--- src/rtl/ps2m_pkg.sv ---
package ps2m_pkg;
  localparam int BYTE_W       = 8;
  localparam int DELTA_W      = BYTE_W + 1;
  localparam int HDR_SYNC_BIT = 3;
  localparam int X_SIGN_BIT   = 4;
  localparam int Y_SIGN_BIT   = 5;
  localparam int WHEEL_FLD_W  = 4;

  typedef enum logic [1:0] {
    SLOT_HDR   = 2'd0,
    SLOT_X     = 2'd1,
    SLOT_Y     = 2'd2,
    SLOT_WHEEL = 2'd3
  } ps2mSlot_e;

  // strobes from the control to the datapath
  typedef struct packed {
    logic capHdr;
    logic capX;
    logic capY;
    logic finish;
  } ps2mStrobe_t;
endpackage

--- src/rtl/ps2m_ctrl.sv ---
module ps2m_ctrl
  import ps2m_pkg::*;
(
  input  logic        clk,
  input  logic        rstN,
  input  logic        wheelMode,
  input  logic        byteValid,
  input  logic        hdrSync,
  input  logic        parityErr,
  output ps2mStrobe_t strobe
);
  ps2mSlot_e slot, nextSlot;

  always_comb begin
    strobe   = '0;
    nextSlot = slot;
    if (byteValid) begin
      if (parityErr) begin
        nextSlot = SLOT_HDR;
      end else begin
        case (slot)
          SLOT_HDR: begin
            if (hdrSync) begin
              strobe.capHdr = 1'b1;
              nextSlot      = SLOT_X;
            end
          end
          SLOT_X: begin
            strobe.capX = 1'b1;
            nextSlot    = SLOT_Y;
          end
          SLOT_Y: begin
            strobe.capY = 1'b1;
            if (wheelMode) begin
              nextSlot = SLOT_WHEEL;
            end else begin
              strobe.finish = 1'b1;
              nextSlot      = SLOT_HDR;
            end
          end
          SLOT_WHEEL: begin
            strobe.finish = 1'b1;
            nextSlot      = SLOT_HDR;
          end
          default: nextSlot = SLOT_HDR;
        endcase
      end
    end
  end

  always_ff @(posedge clk or negedge rstN) begin
    if (!rstN) slot <= SLOT_HDR;
    else       slot <= nextSlot;
  end

  // a header candidate without the marker bit leaves the decoder waiting
  p_resync_r2: assert property (@(posedge clk) disable iff (!rstN)
    byteValid && !parityErr && slot == SLOT_HDR && !hdrSync |=> slot == SLOT_HDR);

  // a parity error returns the decoder to the header slot
  p_abort_r8: assert property (@(posedge clk) disable iff (!rstN)
    byteValid && parityErr |=> slot == SLOT_HDR);

  // in three-byte mode the Y byte ends the packet
  p_short_len_r5: assert property (@(posedge clk) disable iff (!rstN)
    byteValid && !parityErr && slot == SLOT_Y && !wheelMode |=> slot == SLOT_HDR);
endmodule

--- src/rtl/ps2m_satacc.sv ---
module ps2m_satacc #(
  parameter int POS_W   = 12,
  parameter int DELTA_W = 9
) (
  input  logic               clk,
  input  logic               rstN,
  input  logic               en,
  input  logic [DELTA_W-1:0] delta,
  output logic [POS_W-1:0]   pos
);
  localparam int SUM_W = POS_W + 1;
  localparam logic [POS_W-1:0] POS_MAX = {1'b0, {(POS_W-1){1'b1}}};
  localparam logic [POS_W-1:0] POS_MIN = {1'b1, {(POS_W-1){1'b0}}};

  logic [SUM_W-1:0] sum;
  logic [POS_W-1:0] posNext;

  always_comb begin
    sum = {pos[POS_W-1], pos} + {{(SUM_W-DELTA_W){delta[DELTA_W-1]}}, delta};
    if (sum[SUM_W-1] != sum[SUM_W-2]) posNext = sum[SUM_W-1] ? POS_MIN : POS_MAX;
    else                              posNext = sum[POS_W-1:0];
  end

  always_ff @(posedge clk or negedge rstN) begin
    if (!rstN)   pos <= '0;
    else if (en) pos <= posNext;
  end

  // position holds between packets
  p_hold_r9: assert property (@(posedge clk) disable iff (!rstN)
    !en |=> $stable(pos));

  // clamped at the top, a non-negative step keeps it there
  p_sat_hi_r10: assert property (@(posedge clk) disable iff (!rstN)
    en && pos == POS_MAX && !delta[DELTA_W-1] |=> pos == POS_MAX);

  // clamped at the bottom, a negative step keeps it there
  p_sat_lo_r10: assert property (@(posedge clk) disable iff (!rstN)
    en && pos == POS_MIN && delta[DELTA_W-1] |=> pos == POS_MIN);
endmodule

--- src/rtl/ps2m_datapath.sv ---
module ps2m_datapath
  import ps2m_pkg::*;
#(
  parameter int POS_W   = 12,
  parameter int WHEEL_W = 8
) (
  input  logic               clk,
  input  logic               rstN,
  input  ps2mStrobe_t        strobe,
  input  logic [BYTE_W-1:0]  byteData,
  output logic               pktValid,
  output logic [2:0]         buttons,
  output logic [DELTA_W-1:0] deltaX,
  output logic [DELTA_W-1:0] deltaY,
  output logic [WHEEL_W-1:0] deltaWheel,
  output logic [POS_W-1:0]   posX,
  output logic [POS_W-1:0]   posY
);
  logic [2:0]         btnQ;
  logic               xSignQ, ySignQ;
  logic [BYTE_W-1:0]  xQ, yQ;
  logic [BYTE_W-1:0]  yByte;
  logic [DELTA_W-1:0] dxNext, dyNext;
  logic [WHEEL_W-1:0] wheelNext;

  always_comb begin
    yByte     = strobe.capY ? byteData : yQ;
    dxNext    = {xSignQ, xQ};
    dyNext    = {ySignQ, yByte};
    wheelNext = strobe.capY ? '0
              : {{(WHEEL_W-WHEEL_FLD_W){byteData[WHEEL_FLD_W-1]}}, byteData[WHEEL_FLD_W-1:0]};
  end

  always_ff @(posedge clk or negedge rstN) begin
    if (!rstN) begin
      btnQ   <= '0;
      xSignQ <= 1'b0;
      ySignQ <= 1'b0;
      xQ     <= '0;
      yQ     <= '0;
    end else begin
      if (strobe.capHdr) begin
        btnQ   <= byteData[2:0];
        xSignQ <= byteData[X_SIGN_BIT];
        ySignQ <= byteData[Y_SIGN_BIT];
      end
      if (strobe.capX) xQ <= byteData;
      if (strobe.capY) yQ <= byteData;
    end
  end

  always_ff @(posedge clk or negedge rstN) begin
    if (!rstN) begin
      pktValid   <= 1'b0;
      buttons    <= '0;
      deltaX     <= '0;
      deltaY     <= '0;
      deltaWheel <= '0;
    end else begin
      pktValid <= strobe.finish;
      if (strobe.finish) begin
        buttons    <= btnQ;
        deltaX     <= dxNext;
        deltaY     <= dyNext;
        deltaWheel <= wheelNext;
      end
    end
  end

  ps2m_satacc #(.POS_W(POS_W), .DELTA_W(DELTA_W)) accX_i (
    .clk(clk), .rstN(rstN), .en(strobe.finish), .delta(dxNext), .pos(posX));
  ps2m_satacc #(.POS_W(POS_W), .DELTA_W(DELTA_W)) accY_i (
    .clk(clk), .rstN(rstN), .en(strobe.finish), .delta(dyNext), .pos(posY));

  // the packet strobe never lasts two cycles
  p_valid_pulse_r7: assert property (@(posedge clk) disable iff (!rstN)
    pktValid |=> !pktValid);

  // decoded fields hold unless a packet completes
  p_fields_hold_r7: assert property (@(posedge clk) disable iff (!rstN)
    !pktValid |-> $stable(buttons) && $stable(deltaX) && $stable(deltaY) && $stable(deltaWheel));
endmodule

--- src/rtl/ps2m_packet_decoder.sv ---
module ps2m_packet_decoder
  import ps2m_pkg::*;
#(
  parameter int POS_W   = 12,
  parameter int WHEEL_W = 8
) (
  input  logic               clk,
  input  logic               rstN,
  input  logic               wheelMode,
  input  logic               byteValid,
  input  logic [7:0]         byteData,
  input  logic               byteParityErr,
  output logic               pktValid,
  output logic               btnLeft,
  output logic               btnRight,
  output logic               btnMiddle,
  output logic [8:0]         deltaX,
  output logic [8:0]         deltaY,
  output logic [WHEEL_W-1:0] deltaWheel,
  output logic [POS_W-1:0]   posX,
  output logic [POS_W-1:0]   posY
);
  ps2mStrobe_t strobe;
  logic [2:0]  buttons;

  ps2m_ctrl ctrl_i (
    .clk(clk), .rstN(rstN), .wheelMode(wheelMode), .byteValid(byteValid),
    .hdrSync(byteData[HDR_SYNC_BIT]), .parityErr(byteParityErr), .strobe(strobe));

  ps2m_datapath #(.POS_W(POS_W), .WHEEL_W(WHEEL_W)) dp_i (
    .clk(clk), .rstN(rstN), .strobe(strobe), .byteData(byteData),
    .pktValid(pktValid), .buttons(buttons), .deltaX(deltaX), .deltaY(deltaY),
    .deltaWheel(deltaWheel), .posX(posX), .posY(posY));

  assign btnLeft   = buttons[0];
  assign btnRight  = buttons[1];
  assign btnMiddle = buttons[2];
endmodule

--- config.mk ---
export PLATFORM = sky130hd
export DESIGN_NAME = ps2m_packet_decoder
export DESIGN_NICKNAME = d
export VERILOG_FILES = /design/src/rtl/ps2m_pkg.sv /design/src/rtl/ps2m_ctrl.sv /design/src/rtl/ps2m_satacc.sv /design/src/rtl/ps2m_datapath.sv /design/src/rtl/ps2m_packet_decoder.sv
export SDC_FILE = /design/constraint.sdc
export NUM_CORES = 1
export LEC_CHECK = 0
export BUFFER_PORTS_ARGS = -buffer_cell sky130_fd_sc_hd__buf_2
export CAP_MARGIN = 0
export CORE_MARGIN = 1
export CORE_UTILIZATION = 52
export DETAILED_ROUTE_END_ITERATION = 12
export GPL_TIMING_DRIVEN = 0
export PLACE_DENSITY = 0.74
export SLEW_MARGIN = 10
export SYNTH_ARGS = -nofsm -noshare
export SYNTH_HDL_FRONTEND = slang
export SYNTH_HIERARCHICAL = 1
export SYNTH_SLANG_ARGS = --single-unit
--- constraint.sdc ---
create_clock -name clk -period 3.2 [get_ports clk]
set_input_delay 0.64 -clock clk [delete_from_list [all_inputs] [get_ports clk]]
set_output_delay 0.64 -clock clk [all_outputs]
set_load 0.02 [all_outputs]
======== Word-level counts from Yosys, hierarchy flattened ========
Cells that the tools add are included.
operators by class
  muxes and demuxes ....................... 18
  reductions and logical operators ........ 2
  add/subtract/negate cells ............... 2
  eq/ne operators ......................... 6
operator list
  kind                                                                    count
  12-bit two-way mux                                                      4
  12-bit by 9-bit adder with 13-bit output                                2
  8-bit two-way mux                                                       2
  4-bit two-way mux                                                       2
  2-bit one-hot mux with 4 select lines                                   1
  2-bit two-way mux                                                       3
  1-bit two-way mux                                                       5
  2-bit equality test (second input constant)                             2
  3-bit inequality test (second input constant)                           1
  2-bit by 1-bit equality test with 1-bit output (second input constant)  1
  2-bit logical NOT                                                       1
  1-bit inequality test                                                   2
  1-bit one-hot mux with 2 select lines                                   1
  2-bit AND reduction                                                     1
word-level totals
  bits of input ports ..................... 13
  register bits after elaboration ......... 77
  output and inout bits ................... 54

======== Longest topological paths before layout ========
  depth in word-level cells ............... 8
  gate-level depth with buffers ........... 14
  depth with buffers taken out ............ 13

======== Cells and area by module ========
The synthesis kept the hierarchy.
modules (own cells, without submodules)
  module         times used  cells an instance  sequential area each (um^2)  area each (um^2)
  ps2m_satacc    2           123                300.3                        1149.9
  ps2m_datapath  1           110                1176.1                       1823.0
  ps2m_ctrl      1           15                 50.0                         141.4

======== Worst setup path after synthesis ========
No wires, ideal clock.
  path kind ............................... input to register
  start ................................... in byteParityErr
  end ..................................... reg dp_i.accY_i.pos[2]
  cell stages on the path ................. 14
  slack ................................... -238 ps
  setup time .............................. 179 ps
  data arrival time ....................... 3259 ps
  buffers on the path ..................... 1
  required time ........................... 3021 ps
  path through ............................ nand2b_1 nor3_1 buf_6 mux2_4 ha_1 inv_1 fa_1 nor2b_1 o31ai_1 a21oi_1 a21oi_4 nand3_1 nand2_4 o22ai_2
RTL lines
  what                    RTL line                   source
  start: declaration      ps2m_packet_decoder.sv:12  input logic byteParityErr,
  end signal: assignment  ps2m_satacc.sv:26          else if (en) pos <= posNext;
  end: declaration        ps2m_satacc.sv:9           output logic [POS_W-1:0] pos

==> flow_summary.yaml <==
synthesis:
  postSynthCellCount: 371
  synth_top_cell_area_share_pct: 42.8
  syn_nets: 410
  synth_ff_type: "dfrtp_1"
  synth_cell_types: 43
  synth_area_mm2: 0.00426
  synth.area.top_cells: "dfrtp_1, mux2_2, ha_1"
  syn_avg_cell_area_um2: 11.5
  synth_seq_cells: 73
  synth_largest_area_cell: "dfrtp_1"
  synth-edff-count: 0
  synthArstFlopShare_pct: 100
  synth-seq-area-share_pct: 42.8
  yosys_warnings: 6
layout:
  final_common_cell: "dfrtp_1"
  n_antenna_cell: 0
  regArea_mm2: 0.00183
  final_util_pct: 66.8
  syn2layout_area_growth_pct: 22.9
  nNetsFinal: 500
  fillCellCount: 636
  final_cells: 568
  multi_input_area_mm2: 0.00236
  drive_gt1_share_pct: 44.0
  final_cell_mix: "dfrtp_1, buf_2, inv_1"
critical_path:
  cp-start-kind: "input pin"
  worstPathRequired_ns: 3.41
  cp_slowest_cell: "mux2_4"
  cpMostUsedCell: "a21oi_4"
  critPathCaptureType: "flip-flop"
  critPathKind: "input pin to flip-flop"
  path_max_fanout: 5
  cp.arrival_ns: 3.36
  path_cells: "buf_2 > nand2b_4 > nor3_4 > buf_6 > mux2_4 > ha_4 > inv_1 > fa_2 > nor2b_1 > o31ai_2 > a21oi_2 > a21oi_4 > buf_12 > a21oi_4 > nor2_1 > o22ai_2"
  crit_path_max_incr_delay_ns: 0.34
cts:
  clock_latency_ns: 0.35
  numClockSinks: 73
  cts_root_buffer: "clkbuf_8"
  cts_tree: "done"
  hold_buffers: 0
  ctsLongestPathBuffers: 2
  htreeDepth: 3
  cts_buffers: 9
  clk_pin_slew_ns: 0.08
grt:
  grt_max_degree: 63
  track_usage_pct: 22.1
  grt_pass1_wl_mm: 14.7
  antenna_found_initial: 0
  grt_pass1_vias: 3138
  gr-total-overflow: 0
sta:
  finalCritPeriodShare_pct: 98.5
  worst_pin_slew_ns: 0.807
  hold_viol_final: 0
  min_period_ns: 3.15
  setup_viol: 0
  hold_ws_ns: 0.130
  fin_skew_ns: 0.00527
  drv_slew: 0
  slew-limit-headroom_pct: 46.0
  rsz0062_at_grt: "true"
  max_freq_mhz: 317
  tns_ns: 0
drt:
  route.met2.wl_mm: 4.76
  viasPerCell: 5.51
  routed_wl_mm: 9.29
  drt.antenna.violating_nets: 0
  route.met3.wl_um: 383
  dr.pass1.iters: 4
  wl_met1_mm: 3.97
  drt_iter0_drc: 71
  topRoutingLayerUsed: "met4"
  route.vias.total: 3131
  drc: 0
  wire_per_inst_um: 16.4
outcome:
  outcome: "finished, final reports clean"
die:
  design.die.area_mm2: 0.00857
  placementRows: 32
  io_pins: 67
  floorplan.initialDensity_pct: 54.3
  die_w_um: 92.6
  fp.dieH_um: 92.6
  core_mm2: 0.00785
place:
  dpl.hpwl_mm: 6.67
  gp_congestion: 0.907
  portBuffers: 66
  dp.cells: 541
job:
  max-cap-violations: 0
hold_path:
  min_path_type: "input pin to asynchronous set/reset pin"
## Yosys cell counts, types with 3 or more instances
master    count
mux2_4       12
o21ai_0      12
a21oi_1      18
ha_1         24
a21oi_4       4
mux2i_1       3
nand3b_1      6
xnor2_1      10
a21o_1        6
nand2b_1     10
inv_1        36
nand2_1      16
buf_2         3
dfrtp_1      73
mux2_2       34
o31ai_1       3
nor2b_1       4
buf_4         5
nand3_1       6
nor3_1        3
xor2_1        4
o211ai_2      4
o21a_1        4
nor2_1       20
o22ai_2      20
## final timing paths
| path | endpoint | startpoint | slack, ns | cells past startpoint |
|---|---|---|---|---|
| setup / recovery | dp_i/accY_i/pos[0]$_DFFE_PN0P_ | byteParityErr | 0.05 | 16 |
| hold / removal | dp_i/deltaX[2]$_DFFE_PN0P_ | rstN | 0.13 | 1 |
| setup reg to reg | dp_i/accY_i/pos[0]$_DFFE_PN0P_ | ctrl_i/slot[1]$_DFFE_PN0P_ | 0.08 | 15 |
| hold reg to reg | dp_i/deltaX[6]$_DFFE_PN0P_ | dp_i/deltaX[6]$_DFFE_PN0P_ | 0.50 | 1 |
| max in group asynchronous | ctrl_i/slot[1]$_DFFE_PN0P_ | rstN | 2.54 | 2 |
| min in group clk | dp_i/deltaX[6]$_DFFE_PN0P_ | dp_i/deltaX[6]$_DFFE_PN0P_ | 0.50 | 1 |
## stage by stage
step	instance area (um^2)	setup WS (ns)
after detailed placement	4810	-0.428
after CTS	5070	0.00745
after global routing	5240	-0.0366
after floorplan	4300	0.00139
final	5240	0.0486
after global placement	4760	-0.657
## per-layer routing
metal  track usage [%]  vias up
met5                 0        -
met4              8.72        0
met3              3.61       17
met2              37.8       71
met1              27.9     1542
li1                  -     1501
## timing repair
action,in CTS,in global routing
gates resized for setup,0,18
pin swaps,1,9
buffers inserted,1,8
cloned,0,2
setup endpoints to repair,10,10
## cell type report
| type | count | share of cell area (%) |
|---|---|---|
| timing repair buffer | 78 | 8.83 |
| sequential | 73 | 34.9 |
| buffer | 11 | 1.36 |
| clock inverter | 6 | 2.17 |
| clock buffer | 10 | 2.63 |
| inverter | 36 | 2.58 |
| tap | 102 | 2.44 |
| multi-input combinational | 252 | 45.1 |
## state kept, by name, indices dropped and copies added, names as in the netlist
register,count
dp_i/deltaX,9
dp_i/accX_i/pos,12
ctrl_i/slot,2
dp_i/yQ,8
dp_i/xSignQ,1
dp_i/btnQ,3
dp_i/pktValid,1
dp_i/deltaY,9
dp_i/ySignQ,1
dp_i/xQ,8
dp_i/deltaWheel,4
dp_i/accY_i/pos,12
dp_i/buttons,3
## critical path: cells and delay by family
family / cells / cell delay, ns
AOI/OAI and AO/OA: 5 / 0.90
adders and majority gates: 2 / 0.38
buffers and inverters: 4 / 0.51
muxes: 1 / 0.34
and+or+nand+nor: 4 / 0.59
## kinds of logic (layout without fill, tap and decap cells)
group / count (synthesis) / count (layout) / share of synthesized area (%)
XOR/XNOR: 14 / 14 / 2.88
flip-flops: 73 / 73 / 42.8
AND/OR/NAND/NOR: 72 / 72 / 8.80
adder cells (fa/ha/maj): 26 / 26 / 7.98
AO/OA/AOI/OAI: 90 / 91 / 18.7
multiplexers: 49 / 49 / 13.9
buffers and inverters: 47 / 141 / 4.84
Power is left out: the tool's default activity adds up to more than one toggle a clock period on the data nets, which glitch-free logic cannot reach.
